===== src/rtl/btlb_maint_pkg.sv =====
// Package: shared types and constants for the block-TLB maintenance unit.
// Assumes 32-bit argument words and the fixed protection-word bit layout.
package btlb_maint_pkg;

    typedef enum logic [2:0] {
        SQ_IDLE,
        SQ_INS_FLUSH,
        SQ_INS_WRITE,
        SQ_ONE_FLUSH,
        SQ_SWEEP,
        SQ_REPLY
    } seq_state_e;

    localparam logic [31:0] ST_OK      = 32'h0000_0000;
    localparam logic [31:0] ST_BAD_ARG = 32'hFFFF_FFF6;  // -10
    localparam logic [31:0] ST_NO_OPT  = 32'hFFFF_FFFE;  // -2

    localparam logic [31:0] INFO_WORD0 = 32'd1;
    localparam logic [31:0] INFO_WORD1 = 32'd16384;

    typedef struct packed {
        logic [17:0] acc_id;
        logic        user;
        logic [1:0]  pl_wr;
        logic [1:0]  pl_rd;
        logic [2:0]  ar_type;
        logic        brk;
        logic        dirty;
        logic        trap;
    } prot_t;

    // Decode the protection word; dirty forced set, trap forced clear.
    function automatic prot_t decode_prot(input logic [27:1] w);
        prot_t p;
        p.acc_id  = w[18:1];
        p.user    = w[19];
        p.pl_wr   = w[21:20];
        p.pl_rd   = w[23:22];
        p.ar_type = w[26:24];
        p.brk     = w[27];
        p.dirty   = 1'b1;
        p.trap    = 1'b0;
        return p;
    endfunction

endpackage


===== src/rtl/btlb_cmd_decode.sv =====
// Command decoder: maps an option number and slot argument onto the
// sequencer's first state and the status code to return.
// Assumes it is sampled only in the cycle a request is accepted.
module btlb_cmd_decode
    import btlb_maint_pkg::*;
#(
    parameter int N_SLOTS = 12
) (
    input  logic [31:0] opt_i,
    input  logic [31:0] slot_i,
    output seq_state_e  first_state_o,
    output logic [31:0] status_o,
    output logic        is_info_o
);

    logic slot_ok;

    // Range check of the slot argument against the table size.
    always_comb slot_ok = (slot_i < 32'(N_SLOTS));

    // Option dispatch.
    always_comb begin
        first_state_o = SQ_REPLY;
        status_o      = ST_OK;
        is_info_o     = 1'b0;
        case (opt_i)
            32'd0: is_info_o = 1'b1;
            32'd1: begin
                if (slot_ok) first_state_o = SQ_INS_FLUSH;
                else         status_o      = ST_BAD_ARG;
            end
            32'd2: begin
                if (slot_ok) first_state_o = SQ_ONE_FLUSH;
                else         status_o      = ST_BAD_ARG;
            end
            32'd3:   first_state_o = SQ_SWEEP;
            default: status_o      = ST_NO_OPT;
        endcase
    end

endmodule


===== src/rtl/btlb_entry_build.sv =====
// Entry builder: forms the virtual range, physical base and decoded
// protection fields from page-granular arguments held for an insert.
// Assumes VA_W <= 64+PAGE_BITS and PA_W <= 32+PAGE_BITS.
module btlb_entry_build
    import btlb_maint_pkg::*;
#(
    parameter int VA_W      = 64,
    parameter int PA_W      = 32,
    parameter int PAGE_BITS = 12
) (
    input  logic [31:0]     vhi_i,
    input  logic [31:0]     vlo_i,
    input  logic [31:0]     ppage_i,
    input  logic [31:0]     npages_i,
    input  logic [31:0]     prot_i,
    output logic [VA_W-1:0] va_begin_o,
    output logic [VA_W-1:0] va_end_o,
    output logic [PA_W-1:0] pa_base_o,
    output prot_t           prot_o
);

    localparam int VW = 64 + PAGE_BITS;
    localparam int PW = 32 + PAGE_BITS;

    logic [VW-1:0]   vshift;
    logic [PW-1:0]   pshift;
    logic [VA_W-1:0] span;
    logic            unused_bits;

    // Page-to-byte conversion of the virtual and physical bases.
    always_comb begin
        vshift = VW'({vhi_i, vlo_i}) << PAGE_BITS;
        pshift = PW'(ppage_i) << PAGE_BITS;
    end

    // Length in bytes and the inclusive range.
    always_comb begin
        span       = VA_W'(npages_i) << PAGE_BITS;
        va_begin_o = vshift[VA_W-1:0];
        va_end_o   = va_begin_o + span - VA_W'(1);
        pa_base_o  = pshift[PA_W-1:0];
    end

    // Protection field decode.
    always_comb prot_o = decode_prot(prot_i[27:1]);

    // Fold of bits that carry no meaning here.
    always_comb unused_bits = ^{vshift, pshift, prot_i[31:28], prot_i[0]};

endmodule


===== src/rtl/btlb_sweep_ctr.sv =====
// Sweep counter: steps through slot indices 0..N-1 for purge-all.
// Assumes N_SLOTS >= 2; clear has priority over step.
module btlb_sweep_ctr #(
    parameter int N_SLOTS = 12,
    localparam int IW = $clog2(N_SLOTS)
) (
    input  logic          clk,
    input  logic          rst_n,
    input  logic          clear_i,
    input  logic          step_i,
    output logic [IW-1:0] count_o,
    output logic          last_o
);

    // Counter register.
    always_ff @(posedge clk) begin
        if (!rst_n)       count_o <= '0;
        else if (clear_i) count_o <= '0;
        else if (step_i)  count_o <= count_o + IW'(1);
    end

    // Final-slot detect.
    always_comb last_o = (count_o == IW'(N_SLOTS - 1));

endmodule


===== src/rtl/btlb_seq.sv =====
// Sequencer: orders flush, write and completion for each request and
// holds busy until the request finishes.
// Assumes start_i is raised only while idle.
module btlb_seq
    import btlb_maint_pkg::*;
(
    input  logic       clk,
    input  logic       rst_n,
    input  logic       start_i,
    input  seq_state_e start_state_i,
    input  logic       sweep_last_i,
    output logic       busy_o,
    output logic       done_o,
    output logic       flush_o,
    output logic       wr_o,
    output logic       sweep_o
);

    seq_state_e state_q;

    // State register and transitions.
    always_ff @(posedge clk) begin
        if (!rst_n) state_q <= SQ_IDLE;
        else begin
            case (state_q)
                SQ_IDLE:      if (start_i) state_q <= start_state_i;
                SQ_INS_FLUSH: state_q <= SQ_INS_WRITE;
                SQ_SWEEP:     if (sweep_last_i) state_q <= SQ_IDLE;
                default:      state_q <= SQ_IDLE;
            endcase
        end
    end

    // Strobe and status flags from the current state.
    always_comb begin
        busy_o  = (state_q != SQ_IDLE);
        sweep_o = (state_q == SQ_SWEEP);
        wr_o    = (state_q == SQ_INS_WRITE);
        flush_o = (state_q == SQ_INS_FLUSH) || (state_q == SQ_ONE_FLUSH) || sweep_o;
        done_o  = wr_o || (state_q == SQ_ONE_FLUSH) || (state_q == SQ_REPLY)
                  || (sweep_o && sweep_last_i);
    end


    ins_order_chk: assert property (@(posedge clk) disable iff (!rst_n)
        wr_o |-> $past(flush_o));


    done_pulse_chk: assert property (@(posedge clk) disable iff (!rst_n)
        done_o |=> !done_o);


    idle_after_done_chk: assert property (@(posedge clk) disable iff (!rst_n)
        done_o |=> !busy_o);

endmodule


===== src/rtl/btlb_maint_unit.sv =====
// Top: block-TLB maintenance command unit. Accepts a request when idle,
// latches its arguments, and drives flush/write strobes plus entry
// contents toward external entry storage; returns a signed status.
// Assumes FIXED_SLOTS+VAR_SLOTS >= 2.
module btlb_maint_unit
    import btlb_maint_pkg::*;
#(
    parameter int FIXED_SLOTS = 8,
    parameter int VAR_SLOTS   = 4,
    parameter int VA_W        = 64,
    parameter int PA_W        = 32,
    parameter int PAGE_BITS   = 12,
    localparam int N_SLOTS    = FIXED_SLOTS + VAR_SLOTS,
    localparam int IW         = $clog2(N_SLOTS)
) (
    input  logic            clk,
    input  logic            rst_n,
    input  logic            cmd_valid_i,
    input  logic [31:0]     opt_i,
    input  logic [31:0]     vpage_hi_i,
    input  logic [31:0]     vpage_lo_i,
    input  logic [31:0]     ppage_i,
    input  logic [31:0]     npages_i,
    input  logic [31:0]     slot_i,
    input  logic [31:0]     prot_i,
    output logic            busy_o,
    output logic            done_o,
    output logic [31:0]     status_o,
    output logic [31:0]     info0_o,
    output logic [31:0]     info1_o,
    output logic [31:0]     info2_o,
    output logic [31:0]     info3_o,
    output logic            ent_flush_o,
    output logic            ent_wr_o,
    output logic [IW-1:0]   ent_slot_o,
    output logic [VA_W-1:0] ent_va_begin_o,
    output logic [VA_W-1:0] ent_va_end_o,
    output logic [PA_W-1:0] ent_pa_base_o,
    output logic [17:0]     ent_acc_id_o,
    output logic            ent_user_o,
    output logic [1:0]      ent_pl_wr_o,
    output logic [1:0]      ent_pl_rd_o,
    output logic [2:0]      ent_ar_type_o,
    output logic            ent_brk_o,
    output logic            ent_dirty_o,
    output logic            ent_trap_o
);

    logic        accept;
    seq_state_e  first_state;
    logic [31:0] first_status;
    logic        is_info;
    logic        sweep_act, sweep_last;
    logic [IW-1:0] sweep_idx;

    logic [31:0] vhi_q, vlo_q, ppage_q, npages_q, prot_q;
    logic [IW-1:0] slot_q;
    logic [31:0] status_q;
    logic        unused_slot_hi;
    prot_t       prot_dec;

    // Request acceptance.
    always_comb accept = cmd_valid_i && !busy_o;

    btlb_cmd_decode #(.N_SLOTS(N_SLOTS)) u_dec (
        .opt_i         (opt_i),
        .slot_i        (slot_i),
        .first_state_o (first_state),
        .status_o      (first_status),
        .is_info_o     (is_info)
    );

    btlb_seq u_seq (
        .clk           (clk),
        .rst_n         (rst_n),
        .start_i       (accept),
        .start_state_i (first_state),
        .sweep_last_i  (sweep_last),
        .busy_o        (busy_o),
        .done_o        (done_o),
        .flush_o       (ent_flush_o),
        .wr_o          (ent_wr_o),
        .sweep_o       (sweep_act)
    );

    btlb_sweep_ctr #(.N_SLOTS(N_SLOTS)) u_sweep (
        .clk     (clk),
        .rst_n   (rst_n),
        .clear_i (accept),
        .step_i  (sweep_act),
        .count_o (sweep_idx),
        .last_o  (sweep_last)
    );

    // Argument capture on acceptance.
    always_ff @(posedge clk) begin
        if (!rst_n) begin
            vhi_q    <= '0;
            vlo_q    <= '0;
            ppage_q  <= '0;
            npages_q <= '0;
            prot_q   <= '0;
            slot_q   <= '0;
        end else if (accept) begin
            vhi_q    <= vpage_hi_i;
            vlo_q    <= vpage_lo_i;
            ppage_q  <= ppage_i;
            npages_q <= npages_i;
            prot_q   <= prot_i;
            slot_q   <= slot_i[IW-1:0];
        end
    end

    // Status register, loaded when a request is taken.
    always_ff @(posedge clk) begin
        if (!rst_n)      status_q <= ST_OK;
        else if (accept) status_q <= first_status;
    end

    // Info words, loaded by the parameter-report option.
    always_ff @(posedge clk) begin
        if (!rst_n) begin
            info0_o <= '0;
            info1_o <= '0;
            info2_o <= '0;
            info3_o <= '0;
        end else if (accept && is_info) begin
            info0_o <= INFO_WORD0;
            info1_o <= INFO_WORD1;
            info2_o <= 32'(FIXED_SLOTS);
            info3_o <= 32'(VAR_SLOTS);
        end
    end

    btlb_entry_build #(.VA_W(VA_W), .PA_W(PA_W), .PAGE_BITS(PAGE_BITS)) u_build (
        .vhi_i      (vhi_q),
        .vlo_i      (vlo_q),
        .ppage_i    (ppage_q),
        .npages_i   (npages_q),
        .prot_i     (prot_q),
        .va_begin_o (ent_va_begin_o),
        .va_end_o   (ent_va_end_o),
        .pa_base_o  (ent_pa_base_o),
        .prot_o     (prot_dec)
    );

    // Entry output fan-out and slot selection.
    always_comb begin
        status_o      = status_q;
        ent_slot_o    = sweep_act ? sweep_idx : slot_q;
        ent_acc_id_o  = prot_dec.acc_id;
        ent_user_o    = prot_dec.user;
        ent_pl_wr_o   = prot_dec.pl_wr;
        ent_pl_rd_o   = prot_dec.pl_rd;
        ent_ar_type_o = prot_dec.ar_type;
        ent_brk_o     = prot_dec.brk;
        ent_dirty_o   = prot_dec.dirty;
        ent_trap_o    = prot_dec.trap;
    end

    // Fold of slot bits above the index width.
    always_comb unused_slot_hi = ^slot_i;


    busy_rise_chk: assert property (@(posedge clk) disable iff (!rst_n)
        $rose(busy_o) |-> $past(cmd_valid_i));


    err_quiet_chk: assert property (@(posedge clk) disable iff (!rst_n)
        (done_o && status_o != ST_OK) |-> (!ent_wr_o && !ent_flush_o));


    ignore_busy_chk: assert property (@(posedge clk) disable iff (!rst_n)
        (busy_o && $past(busy_o) && !$past(done_o)) |-> $stable(status_o));


    sweep_step_chk: assert property (@(posedge clk) disable iff (!rst_n)
        (sweep_act && $past(sweep_act)) |-> (ent_slot_o == $past(ent_slot_o) + IW'(1)));

endmodule


===== config.mk =====
export PLATFORM = sky130hd
export DESIGN_NAME = btlb_maint_unit
export DESIGN_NICKNAME = d
export VERILOG_FILES = /design/src/rtl/btlb_maint_pkg.sv /design/src/rtl/btlb_cmd_decode.sv /design/src/rtl/btlb_entry_build.sv /design/src/rtl/btlb_sweep_ctr.sv /design/src/rtl/btlb_seq.sv /design/src/rtl/btlb_maint_unit.sv
export SDC_FILE = /design/constraint.sdc
export NUM_CORES = 1
export LEC_CHECK = 0
export BUFFER_PORTS_ARGS = -buffer_cell sky130_fd_sc_hd__buf_4
export CAP_MARGIN = 20
export CORE_AREA = 2 2 225 227
export CTS_CLUSTER_SIZE = 24
export DETAILED_ROUTE_END_ITERATION = 8
export DIE_AREA = 0 0 227 229
export PLACE_DENSITY_LB_ADDON = 0.1
export SLEW_MARGIN = 25
export SYNTH_ARGS = -nofsm -noshare
export SYNTH_HDL_FRONTEND = slang
export SYNTH_SLANG_ARGS = --single-unit

===== constraint.sdc =====
create_clock -name clk -period 3.57 [get_ports clk]
set_input_delay 0.714 -clock clk [delete_from_list [all_inputs] [get_ports clk]]
set_output_delay 0.714 -clock clk [all_outputs]
set_load 0.02 [all_outputs]

## Word-level counts from Yosys, hierarchy flattened

Index checks and enable logic that the tools add are counted.
W data, S select, Z words.

- Reduce and logical (&&, ||, !) cells: 16
- Multiplexer cells: 10
- Magnitude comparators: 1
- Add/subtract/negate cells: 3
- Bitwise gates (word level): 1
- Eq/ne operators: 11

Operators by type and width:

| kind | number |
|---|---|
| $add A64 B44 Y64 | 1 |
| $eq A32 B2 Y1 const B | 2 |
| $pmux W32 S2 | 1 |
| $sub A64 B1 Y64 const B | 1 |
| $eq A32 B1 Y1 const B | 1 |
| $logic_not A32 Y1 | 1 |
| $lt A32 B4 Y1 const B | 1 |
| $mux W32 | 1 |
| $pmux W3 S3 | 2 |
| $mux W3 | 4 |
| $eq A3 B2 Y1 const B | 2 |
| $eq A3 B3 Y1 const B | 2 |
| $reduce_or A2 Y1 | 3 |
| $logic_or A1 B1 Y1 | 5 |
| $add A4 B1 Y4 const B | 1 |
| $eq A4 B4 Y1 const B | 1 |
| $mux W4 | 1 |
| $eq A3 B1 Y1 const B | 1 |
| $logic_and A1 B1 Y1 | 3 |
| $logic_not A3 Y1 | 1 |
| $reduce_bool A3 Y1 | 1 |
| $ne A2 B1 Y1 const B | 1 |
| $ne A2 B2 Y1 const B | 1 |
| $reduce_and A2 Y1 | 1 |
| other kinds (3) | 3 |

- Register bits after elaboration: 176
- Output and inout port bits: 357
- Bits of input ports: 227
- Logic and storage cells: 52

## Logic depth before layout (Yosys ltp)

Gate-level depths: netlist of run 1.

- Depth after elaboration: 5
- Depth in mapped cells: 15
- Depth with buffers taken out: 15

## Cells and area by module

From an unflattened synthesis of run 1, not the netlist that was laid out.

- Cells, all modules: 1785
- Area, all modules: 14377.5 µm²

By module, submodules not included:

| module | instances | seq. area each (µm²) | cells an instance | area an instance (µm²) |
|---|---|---|---|---|
| btlb_maint_unit | 1 | 3943.8 | 986 | 8888.5 |
| btlb_entry_build | 1 | 0.0 | 700 | 4695.8 |
| btlb_cmd_decode | 1 | 0.0 | 60 | 411.6 |
| btlb_seq | 1 | 60.1 | 20 | 192.7 |
| btlb_sweep_ctr | 1 | 80.1 | 19 | 188.9 |

## Worst setup path before layout of run 1

No wires, ideal clock.

- Path kind: reg2out
- Start point: register vlo_q[1]
- End point: output port ent_va_end_o[49]
- Stages on the path, launching flop included: 16
- Arrival: 3.338 ns
- Buffers on the path: 0
- Setup slack: -0.482 ns
- Cells stage by stage: dfxtp_1 inv_1 ha_1 inv_1 ha_1 inv_1 fa_1 nand2b_1 a21oi_2 o221a_4 a21oi_4 a211o_1 a32o_2 o211ai_2 a31oi_2 xnor2_1

- Cells in the longest elaborated chain, start to end: 2

Ends and longest elaborated chain:

| what | RTL line | text |
|---|---|---|
| start, declared | btlb_maint_unit.sv:56 | `logic [31:0] vhi_q, vlo_q, ppage_q, npages_q, prot_q;` |
| start signal, assigned | btlb_maint_unit.sv:106 | `vlo_q <= vpage_lo_i;` |
| $add A64 B44 Y64 | btlb_entry_build.sv:40 | `va_end_o = va_begin_o + span - VA_W'(1);` |
| $sub A64 B1 Y64 | btlb_entry_build.sv:40 |  |
| end, declared | btlb_maint_unit.sv:37 | `output logic [VA_W-1:0] ent_va_end_o,` |

Every way passes these cells.

## Final worst setup path of run 1

- Start point: register npages_q[1]
- End point: output port ent_va_end_o[49]

- Cells in the longest elaborated chain, start to end: 2

Ends and longest elaborated chain:

| what | RTL line | text |
|---|---|---|
| start, declared | btlb_maint_unit.sv:56 |  |
| start signal, assigned | btlb_maint_unit.sv:108 | `npages_q <= npages_i;` |
| $add A64 B44 Y64 | btlb_entry_build.sv:40 |  |
| $sub A64 B1 Y64 | btlb_entry_build.sv:40 |  |

Every way passes these cells.

==> results of run 1 <==
-- Yosys cell counts (all sizes together) (3+ instances only) --
master | number | area (sq um)
o21a | 9 | 67.56
clkbuf | 53 | 204.0
mux2 | 4 | 45.04
a21o | 37 | 277.8
dfxtp | 145 | 2903
and2 | 6 | 37.54
o21ai | 32 | 160.1
or3 | 3 | 18.77
nand3 | 7 | 35.03
a211o | 3 | 26.28
xor2 | 21 | 183.9
nor4 | 17 | 106.4
a31oi | 15 | 100.1
nand2 | 307 | 1155
o21bai | 6 | 45.04
nor2b | 4 | 25.02
o211ai | 4 | 35.03
and3 | 4 | 26.28
buf | 200 | 1491
ha | 83 | 1039
xnor2 | 31 | 271.5
nor2 | 30 | 112.6
a21boi | 136 | 1021
nand4 | 15 | 93.84
a21oi | 56 | 299.0
nand2b | 5 | 31.28
inv | 163 | 611.8
nor3 | 8 | 40.04
-- kinds of logic after synthesis --
family / Yosys count / synth area share (%)
AO/OA/AOI/OAI: 318 / 20.80
XOR/XNOR: 52 / 4.235
adder cells (fa/ha/maj): 84 / 9.842
buffers and inverters: 416 / 21.45
flip-flops: 145 / 26.99
multiplexers: 6 / 0.6049
other: 2 / 0.06983
AND/OR/NAND/NOR: 411 / 16.01
-- worst max-delay path, delay by kind of cell (launching register included) --
family / cells / cell delay (ps)
xor+xnor: 1 / 160
flops: 1 / 330
compound gates: 7 / 1430
buf+inv: 4 / 280
simple gates: 1 / 170
fa+ha+maj: 3 / 690
-- worst max path at each step --
stage,startpoint,end,slack [ps],cells after the start
2_1_floorplan,vlo_q[1],ent_va_end_o[49],-90,15
3_3_place_gp,npages_q[1],ent_va_end_o[57],-420,16
3_5_place_dp,npages_q[1],ent_va_end_o[57],-460,16
4_1_cts,npages_q[1],ent_va_end_o[57],-820,17
5_1_grt,vlo_q[6],ent_va_end_o[57],-910,15
6_report,npages_q[1],ent_va_end_o[49],-710,16
-- stage by stage --
| stage | total power [mW] | instance area (sq um) | util (%) |
|---|---|---|---|
| 2_1_floorplan | 5.273 | 11550 | - |
| 3_3_place_gp | 7.606 | 14700 | 29.60 |
| 3_5_place_dp | 7.607 | 14700 | 29.60 |
| 4_1_cts | 10.36 | 16080 | 32.38 |
| 5_1_grt | 11.24 | 16420 | 33.06 |
| 6_report | 10.48 | 16420 | 33.07 |
-- routing by layer --
metal  global-route usage [%]  wire length, microns
met1                    17.65                 16230
met2                    25.75                 19230
met3                    4.272                  2315
met4                    4.412                   530
met5                        0                     0
-- registers in the layout, indices dropped and copies added (netlist names) --
register,cells
vhi_q,20
ppage_q,20
slot_q,4
prot_q,27
info3_o,1
vlo_q,32
status_o,2
npages_q,32
u_seq.state_q,3
u_sweep.count_o,4
-- power by group through the flow --
stage	Combinational (mW)	Clock (mW)	Sequential (mW)
after floorplan	3.25	0	2.03
after global placement	5.69	0	1.91
after detailed placement	5.69	0	1.92
after CTS	6.50	1.97	1.89
after global routing	7.32	2.02	1.91
final	6.73	1.87	1.88
-- what timing repair did --
action | in CTS | in global routing
endpoints found under the setup margin | 42 | 42
buffers inserted | 13 | 21
gates resized for setup | 144 | 66
pin swaps | 56 | 53
-- layout make-up --
| cell class | count | share of cell area, % |
|---|---|---|
| Antenna cell | 2 | 0.03047 |
| Clock inverter | 13 | 0.8837 |
| Clock buffer | 19 | 2.697 |
| Inverter | 163 | 3.741 |
| Multi-Input combinational cell | 1034 | 43.46 |
| Sequential cell | 145 | 17.88 |
| Timing Repair Buffer | 546 | 26.19 |
| Tap cell | 672 | 5.120 |
==> out/metrics.cfg, run 1 <==
[outcome]
outcome = finished with violations
failed_checks = negative setup slack

[logic_synthesis]
synth_edf_count = 0
synth_cells = 1434
synth_seq_cells = 145
async_reset_ff_share_pct = 0
ys_types = 62
syn_area_sq_um = 10760
seq_area_frac_synth_pct = 26.99
avgSynthCellArea_sq_um = 7.500
synthFlopType = dfxtp_1
yosys_warnings = 0

[power_and_ir_drop]
ir_drop_mv = 0.2807
power_frac_comb_pct = 64.2
pwr-share-seq_pct = 18.0
switching_share_pct = 43.43
p_int_mw = 5.929
powerDensity_nw_per_um2 = 638.2
p_leak_nw = 7.833
power_frac_clock_pct = 17.8
p_sw_mw = 4.552

[sta]
setup_viol = 39
hold_slack_ps = 463.3
hold_viol_final = 0
fin_ws_ps = -712.7
rsz0062_at_grt = yes
fin_crit_sh_pct = 120.0
fmax_ghz = 0.2335
worstMarginPinSlew_ps = 905.4
slew_headroom_pct = 39.64
finalMaxSlewViolations = 0
skew_ps = 12.63
period_needed_ps = 4283
setup_tns_ps = -18450

[setup_path]
cp.arrival_ps = 3570
r2r_slack_ps = 1240
max_stage_delay_ps = 340
cpMaxStageDelayCell = fa_2
required_ps = 2860
reg2reg_from = u_seq.state_q[0]
r2r_cells = 5
cp_cell_sequence = inv_2 -> ha_4 -> inv_4 -> ha_4 -> inv_2 -> fa_2 -> nand2b_4 -> a21oi_4 -> o221a_4 -> a21oi_4 -> a211o_1 -> a32o_2 -> o211ai_4 -> a31oi_2 -> xnor2_2 -> buf_4
endpoint_kind = primary output
crit_fanout = 3
worst-setup-path-type = reg -> out
cp-start-kind = register
rr_endpoint = vlo_q[26]

[final_layout]
layout.cells.non_filler = 2594
layout-drive-gt1-share_pct = 38.96
multiInputGateArea_sq_um = 7137
nets = 2218
layout_commonest_cell = buf_4
syn2layout_area_growth_pct = 52.70
n_fill_cell = 5365
layout_common_cells = buf_4 (499), nand2_1 (299), conb_1 (163), inv_1 (148), a21boi_0 (135)
ff_latch_area_sq_um = 2937

[floorplanning]
core_sq_um = 49660
fp.dieW_microns = 227
die-area_sq_um = 51980
initial_utilization_pct = 21.66
core.rowCount = 82
num_io_pins = 584
fp.dieH_microns = 229

[routing]
dr.first_iter.drc_count = 281
postRouteAntennaNets = 0
num_vias = 10290
drc = 0
wl_per_cell_microns = 14.77
viasPerCell = 3.968
drtPass1Iterations = 5
routed_wl_mm = 38.30

[grt]
grt_max_degree = 82
grtUsageTotal_pct = 14.86
grt-ovfl-total = 0
grt_pass1_wl_mm = 58.61
grt_pass1_vias = 10340
antenna_found_initial = 1

[worst_hold_path]
whs_path_depth = 2
min_path_type = reg -> reg
min_to = npages_q[5]
hold_start = npages_q[5]

[placement]
dp_slack_ps = -460.9
dp.cells = 2540
io_buffers = 391
place.gp.congestion = 0.7754
dp_hpwl_mm = 29.84

[flow_run]
maxCapViolCount = 0

[clock_tree]
cts_sinks = 145
cts_max_level = 4
cts_hold_buffers = 0
cts.clk_slew.worst_paths_ps = 70
clk_latency_ps = 480
cts_root_buffer = clkbuf_16
cts_tree = yes
clock_path_buffers = 2
numCtsBuffers = 17

Power figures use the tool's default switching activity.
==> run 2: changes to the inputs <==
SKIP_LAST_GASP = 1   (was unset)
==> out/metrics.cfg, run 2 (synthesized netlist as in run 1, its figures left out) <==
[outcome]
outcome = finished with violations
failed_checks = negative setup slack

[placement]
dp.cells = 2540  ; unchanged
dp_hpwl_mm = 29.84  ; unchanged
placed_area_sq_um = 14700  ; unchanged
place.gp.congestion = 0.7754  ; unchanged
io_buffers = 391  ; unchanged
dp_slack_ps = -460.9  ; unchanged

[routing]
postRouteAntennaNets = 0  ; unchanged
dr.first_iter.drc_count = 277  ; -1.4%
num_vias = 10310  ; +0.20%
wl_per_cell_microns = 14.77  ; about the same
routed_wl_mm = 38.34  ; about the same
drtPass1Iterations = 4  ; -1
viasPerCell = 3.974  ; +0.17%
drc = 0  ; unchanged

[setup_path]
max_stage_delay_ps = 340  ; about the same
crit_fanout = 4  ; +1
cp-start-kind = register
critPathBufInv = 5  ; +1
cp.arrival_ps = 3590  ; +20 ps
endpoint_kind = primary output
cp_cell_sequence = inv_2 -> ha_4 -> inv_2 -> ha_4 -> buf_6 -> o211ai_1 -> a21oi_4 -> o221a_4 -> o2111ai_4 -> a2111oi_4 -> buf_4 -> a21oi_4 -> nand2_4 -> a41oi_4 -> xnor2_2 -> buf_6
required_ps = 2860  ; about the same
cpLargestDelayFamily = compound AO/OA/AOI/OAI gates
cp-startpoint = vlo_q[4]
cpMaxStageDelayCell = dfxtp_2
reg2reg_from = u_seq.state_q[0]
worst-setup-path-type = reg -> out

[floorplanning]
core_sq_um = 49660  ; unchanged
num_io_pins = 584  ; unchanged
fp.dieH_microns = 229  ; unchanged
core.rowCount = 82  ; unchanged
initial_utilization_pct = 21.66  ; unchanged
fp.dieW_microns = 227  ; unchanged
die-area_sq_um = 51980  ; unchanged

[final_layout]
fin_area_sq_um = 16400  ; -0.17%
multiInputGateArea_sq_um = 7118  ; -0.26%
utilization_pct = 33.02  ; -0.056 points
layout_common_cells = buf_4 (505), nand2_1 (300), conb_1 (163), inv_1 (148), a21boi_0 (135)
ff_latch_area_sq_um = 2939  ; about the same
layout-drive-gt1-share_pct = 38.83  ; -0.12 points
layout.cells.non_filler = 2595  ; +0.039%
reg_top3 = npages_q (32), vlo_q (32), prot_q (27)
n_fill_cell = 5373  ; +0.15%
layout_commonest_cell = buf_4
nets = 2219  ; +0.045%
syn2layout_area_growth_pct = 52.44

[flow_run]
maxCapViolCount = 0  ; unchanged

[clock_tree]
cts_max_level = 4  ; unchanged
clk_latency_ps = 480  ; about the same
clock_path_buffers = 2  ; unchanged
cts.clk_slew.worst_paths_ps = 70  ; about the same
cts_root_buffer = clkbuf_16
numCtsBuffers = 17  ; unchanged
cts_tree = yes
cts_sinks = 145  ; unchanged

[sta]
slew_headroom_pct = 39.85  ; +0.21 points
fmax_ghz = 0.2322  ; -0.57%
skew_ps = 12.43  ; -0.2021 ps
finalMaxSlewViolations = 0  ; unchanged
hold_viol_final = 0  ; unchanged
setup_viol = 40  ; +2.6%
period_needed_ps = 4307  ; +24.36 ps
worstMarginPinSlew_ps = 902.3  ; -3.117 ps
rsz0062_at_grt = yes
fin_crit_sh_pct = 120.6  ; +0.68 points
fin_ws_ps = -737.0  ; -24.36 ps
setup_tns_ps = -17730  ; +715.3 ps

[power_and_ir_drop]
pwr-share-seq_pct = 18.0  ; about the same
powerDensity_nw_per_um2 = 637.0  ; -0.18%
p_leak_nw = 7.834  ; about the same
p_sw_mw = 4.545  ; -0.16%
switching_share_pct = 43.51  ; +0.083 points
power_frac_comb_pct = 64.0  ; -0.2 points
p_int_mw = 5.900  ; -0.50%
ir_drop_mv = 0.2806  ; about the same
power_frac_clock_pct = 17.9  ; about the same

[grt]
antenna_found_initial = 2  ; +1
grt_pass1_vias = 10340  ; +0.077%
grt_max_degree = 82  ; unchanged
grtUsageTotal_pct = 14.84  ; -0.016 points
grt_pass1_wl_mm = 58.57  ; about the same
grt-ovfl-total = 0  ; unchanged

[worst_hold_path]
min_path_type = reg -> reg
hold_start = npages_q[5]

==> run 2: worst min-delay path, stage by stage, from the launching register on <==
cell and delay [ps]:
dfxtp_2 320, nand2_1 40, a21boi_0 60
==> run 2: final timing paths <==
kind | to | slack (ps) | depth (start not counted)
min reg2reg | npages_q[5] | 460 | 2
max reg2reg | vlo_q[26] | 1240 | 5
min | npages_q[5] | 460 | 2
max | ent_va_end_o[57] | -740 | 16
==> run 2: routing by layer <==
layer | up-vias | track usage [%] | part of all wire, %
li1 | 5277 | - | -
met1 | 4736 | 17.62 | 42
met2 | 271 | 25.63 | 50
met3 | 29 | 4.285 | 6.0
met4 | 0 | 4.596 | 1.4
met5 | - | 0 | 0
==> run 2: area by class of cell <==
| cell class | count | share of cell area, % |
|---|---|---|
| diodes | 2 | 0.03053 |
| clock buffers | 19 | 2.701 |
| flip-flops and latches | 145 | 17.93 |
| inverters | 163 | 3.747 |
| well taps | 672 | 5.128 |
| repair buffers | 547 | 26.17 |
| clock inverters | 13 | 0.8852 |
| multi-input cells | 1034 | 43.41 |
==> run 2: what timing repair did <==
item                                    4_1_cts  5_1_grt
endpoints found under the setup margin       42       43
gates cloned                                  0        0
gates resized for setup                     132       62
buffers inserted                             13       15
hold buffers                                  0        0
pin swaps                                    55       55
==> run 2: stage by stage <==
stage / hold slack, ps / total power [mW]
after floorplan: 441.0 / 5.273
after global placement: 450.7 / 7.606
after detailed placement: 459.4 / 7.607
after CTS: 427.7 / 10.31
after global routing: 456.2 / 11.19
final: 464.0 / 10.44
==> run 2: power groups by stage <==
stage	combinational [mW]	clock, mW	sequential (mW)
floorplan	3.25	0	2.03
CTS	6.45	1.97	1.89
finish	6.69	1.87	1.88
global placement	5.69	0	1.91
detailed placement	5.69	0	1.92
global route	7.27	2.02	1.91
==> run 3: changes to the inputs <==
CORE_AREA = 2 2 230 232   (was 2 2 225 227)
DIE_AREA = 0 0 232 234   (was 0 0 227 229)
SYNTH_HIERARCHICAL = 1   (was unset)
==> out/metrics.cfg, run 3 <==
[outcome]
outcome = finished with violations
failed_checks = negative setup slack

[placement]
placed_area_sq_um = 16290  ; +11%
place.gp.congestion = 0.8149  ; +5.1%
dp_hpwl_mm = 30.99  ; +3.8%
dp.cells = 2699  ; +6.3%
io_buffers = 392  ; +0.26%

[power_and_ir_drop]
p_leak_nw = 8.927  ; +14%
p_int_mw = 7.112  ; +21%
power_frac_comb_pct = 64.2  ; +0.2 points
pwr-share-seq_pct = 19.3  ; +1.3 points
powerDensity_nw_per_um2 = 678.6  ; +6.5%
power_frac_clock_pct = 16.5  ; -1.4 points
ir_drop_mv = 0.3808  ; +36%
p_sw_mw = 5.187  ; +14%
switching_share_pct = 42.17  ; -1.3 points

[final_layout]
layout_common_cells = buf_4 (539), nand2_1 (363), mux2i_1 (170), conb_1 (163), dfxtp_1 (151)
layout.cells.non_filler = 2761  ; +6.4%
nets = 2371  ; +6.8%
syn2layout_area_growth_pct = 36.53
layout-drive-gt1-share_pct = 38.01  ; -0.82 points
fin_area_sq_um = 18120  ; +11%
diodes = 0  ; -2
layout_commonest_cell = buf_4

[sta]
worstMarginPinSlew_ps = 713.9  ; -188.3 ps
fin_crit_sh_pct = 118.9  ; -1.7 points
period_needed_ps = 4246  ; -61.49 ps
setup_viol = 37  ; -7.5%
fmax_ghz = 0.2355  ; +1.4%
fin_ws_ps = -675.5  ; +61.49 ps
slew_headroom_pct = 52.30  ; +12 points
hold_viol_final = 0  ; unchanged
finalMaxSlewViolations = 0  ; unchanged
skew_ps = 11.37  ; -1.053 ps
rsz0062_at_grt = yes
hold_slack_ps = 453.9  ; -10.09 ps

[routing]
viasPerCell = 4.012  ; +0.94%
wl_per_cell_microns = 14.34  ; -2.9%
drc = 0  ; unchanged
dr.first_iter.drc_count = 407  ; +47%
num_vias = 11080  ; +7.4%
postRouteAntennaNets = 0  ; unchanged
routed_wl_mm = 39.60  ; +3.3%
drtPass1Iterations = 4  ; unchanged

[setup_path]
required_ps = 2860  ; about the same
crit_fanout = 2  ; -2
r2r_cells = 4  ; -1
max_stage_delay_ps = 340  ; about the same
reg2reg_from = u_seq/state_q[2]
cp-start-kind = register
cpMaxStageDelayCell = dfxtp_2
cp_cell_sequence = inv_2 -> ha_4 -> inv_4 -> ha_4 -> inv_2 -> fa_2 -> nand2b_4 -> a21oi_4 -> o31ai_4 -> buf_6 -> buf_6 -> a21oi_4 -> o21ai_4 -> a21boi_2 -> o211ai_1 -> o311ai_2 -> buf_4
rr_endpoint = vlo_q[1]
cp.arrival_ps = 3530  ; -60 ps
endpoint_kind = primary output
r2r_slack_ps = 1270  ; +30 ps
worst-setup-path-type = reg -> out

[floorplanning]
core_sq_um = 52020  ; +4.8%
core.rowCount = 84  ; +2.4%
die-area_sq_um = 54290  ; +4.4%
fp.dieH_microns = 234  ; +2.2%
num_io_pins = 584  ; unchanged
initial_utilization_pct = 25.51  ; +3.9 points
fp.dieW_microns = 232  ; +2.2%

[clock_tree]
clk_latency_ps = 480  ; about the same
cts_tree = yes
cts.clk_slew.worst_paths_ps = 70  ; about the same
cts_max_level = 4  ; unchanged
clock_path_buffers = 2  ; unchanged
cts_sinks = 175  ; +21%
numCtsBuffers = 17  ; unchanged
cts_hold_buffers = 0  ; unchanged
cts_root_buffer = clkbuf_16

[worst_hold_path]
min_path_type = reg -> reg
min_to = npages_q[14]
whs_path_depth = 2  ; unchanged
hold_start = npages_q[14]

[logic_synthesis]
yosys_warnings = 6  ; +6
synth_cells = 1668  ; +16%
syn_area_sq_um = 13270  ; +23%
avgSynthCellArea_sq_um = 7.958  ; +6.1%

[grt]
grtUsageTotal_pct = 14.24  ; -0.60 points
grt_pass1_wl_mm = 59.88  ; +2.2%
grt_max_degree = 120  ; +46%
grt_pass1_vias = 10860  ; +5.0%
antenna_found_initial = 4  ; +2
grt-ovfl-total = 0  ; unchanged

[flow_run]
maxCapViolCount = 0  ; unchanged

-- run 3: per-layer routing --
metal	wire [microns]	share of wire, %	track usage (%)
met1	16780	42	16.78
met2	19950	50	24.72
met3	2255	5.7	4.499
met4	564	1.4	4.127
met5	49	0.12	0
-- run 3: layout make-up --
type                            count  area (sq um)
Sequential cell                   175          3533
Tap cell                          688         860.8
Fill cell                        5512         33900
Clock inverter                     12         151.4
Multi-Input combinational cell   1123          7934
Inverter                          162         610.6
Clock buffer                       20         456.7
Timing Repair Buffer              581          4576
-- run 3: repair_timing --
action	4_1_cts	5_1_grt
resized for setup	129	88
pin swaps	73	67
setup buffers	21	19
endpoints found under the setup margin	41	42
-- run 3: metrics by stage --
step | total power [mW] | TNS [ps] | setup slack (ps) | utilization, %
6_report | 12.30 | -15000 | -675.5 | 34.83
5_1_grt | 13.14 | -21500 | -814.2 | 34.83
4_1_cts | 12.03 | -19280 | -779.5 | 33.92
3_5_place_dp | 9.136 | -10880 | -826.0 | 31.31
3_3_place_gp | 9.137 | -10270 | -791.0 | 31.31
2_1_floorplan | 6.515 | -65.74 | -61.96 | -
-- run 3: power groups by stage --
| stage | logic [mW] | clock network (mW) | registers (mW) |
|---|---|---|---|
| 2_1_floorplan | 4.07 | 0 | 2.45 |
| 3_3_place_gp | 6.74 | 0 | 2.40 |
| 3_5_place_dp | 6.73 | 0 | 2.41 |
| 4_1_cts | 7.52 | 2.14 | 2.37 |
| 5_1_grt | 8.53 | 2.21 | 2.41 |
| 6_report | 7.90 | 2.03 | 2.37 |
-- run 3: critical path, delay by kind of cell, from the launching register on --
| family | cells | cell delay [ps] |
|---|---|---|
| AOI/OAI and AO/OA | 7 | 1280 |
| adders and majority gates | 3 | 690 |
| buffers and inverters | 6 | 570 |
| DFF | 1 | 340 |
| and+or+nand+nor | 1 | 160 |
-- run 3: worst max-delay path by stage --
stage	start	to	slack, ps	depth (start not counted)
after floorplan	vlo_q[1]	ent_va_end_o[51]	-60	15
after global placement	npages_q[1]	ent_va_end_o[61]	-790	18
after detailed placement	npages_q[1]	ent_va_end_o[61]	-830	18
after CTS	vlo_q[1]	ent_va_end_o[63]	-780	17
after global routing	vlo_q[1]	ent_va_end_o[51]	-810	18
final	vlo_q[1]	ent_va_end_o[61]	-680	17
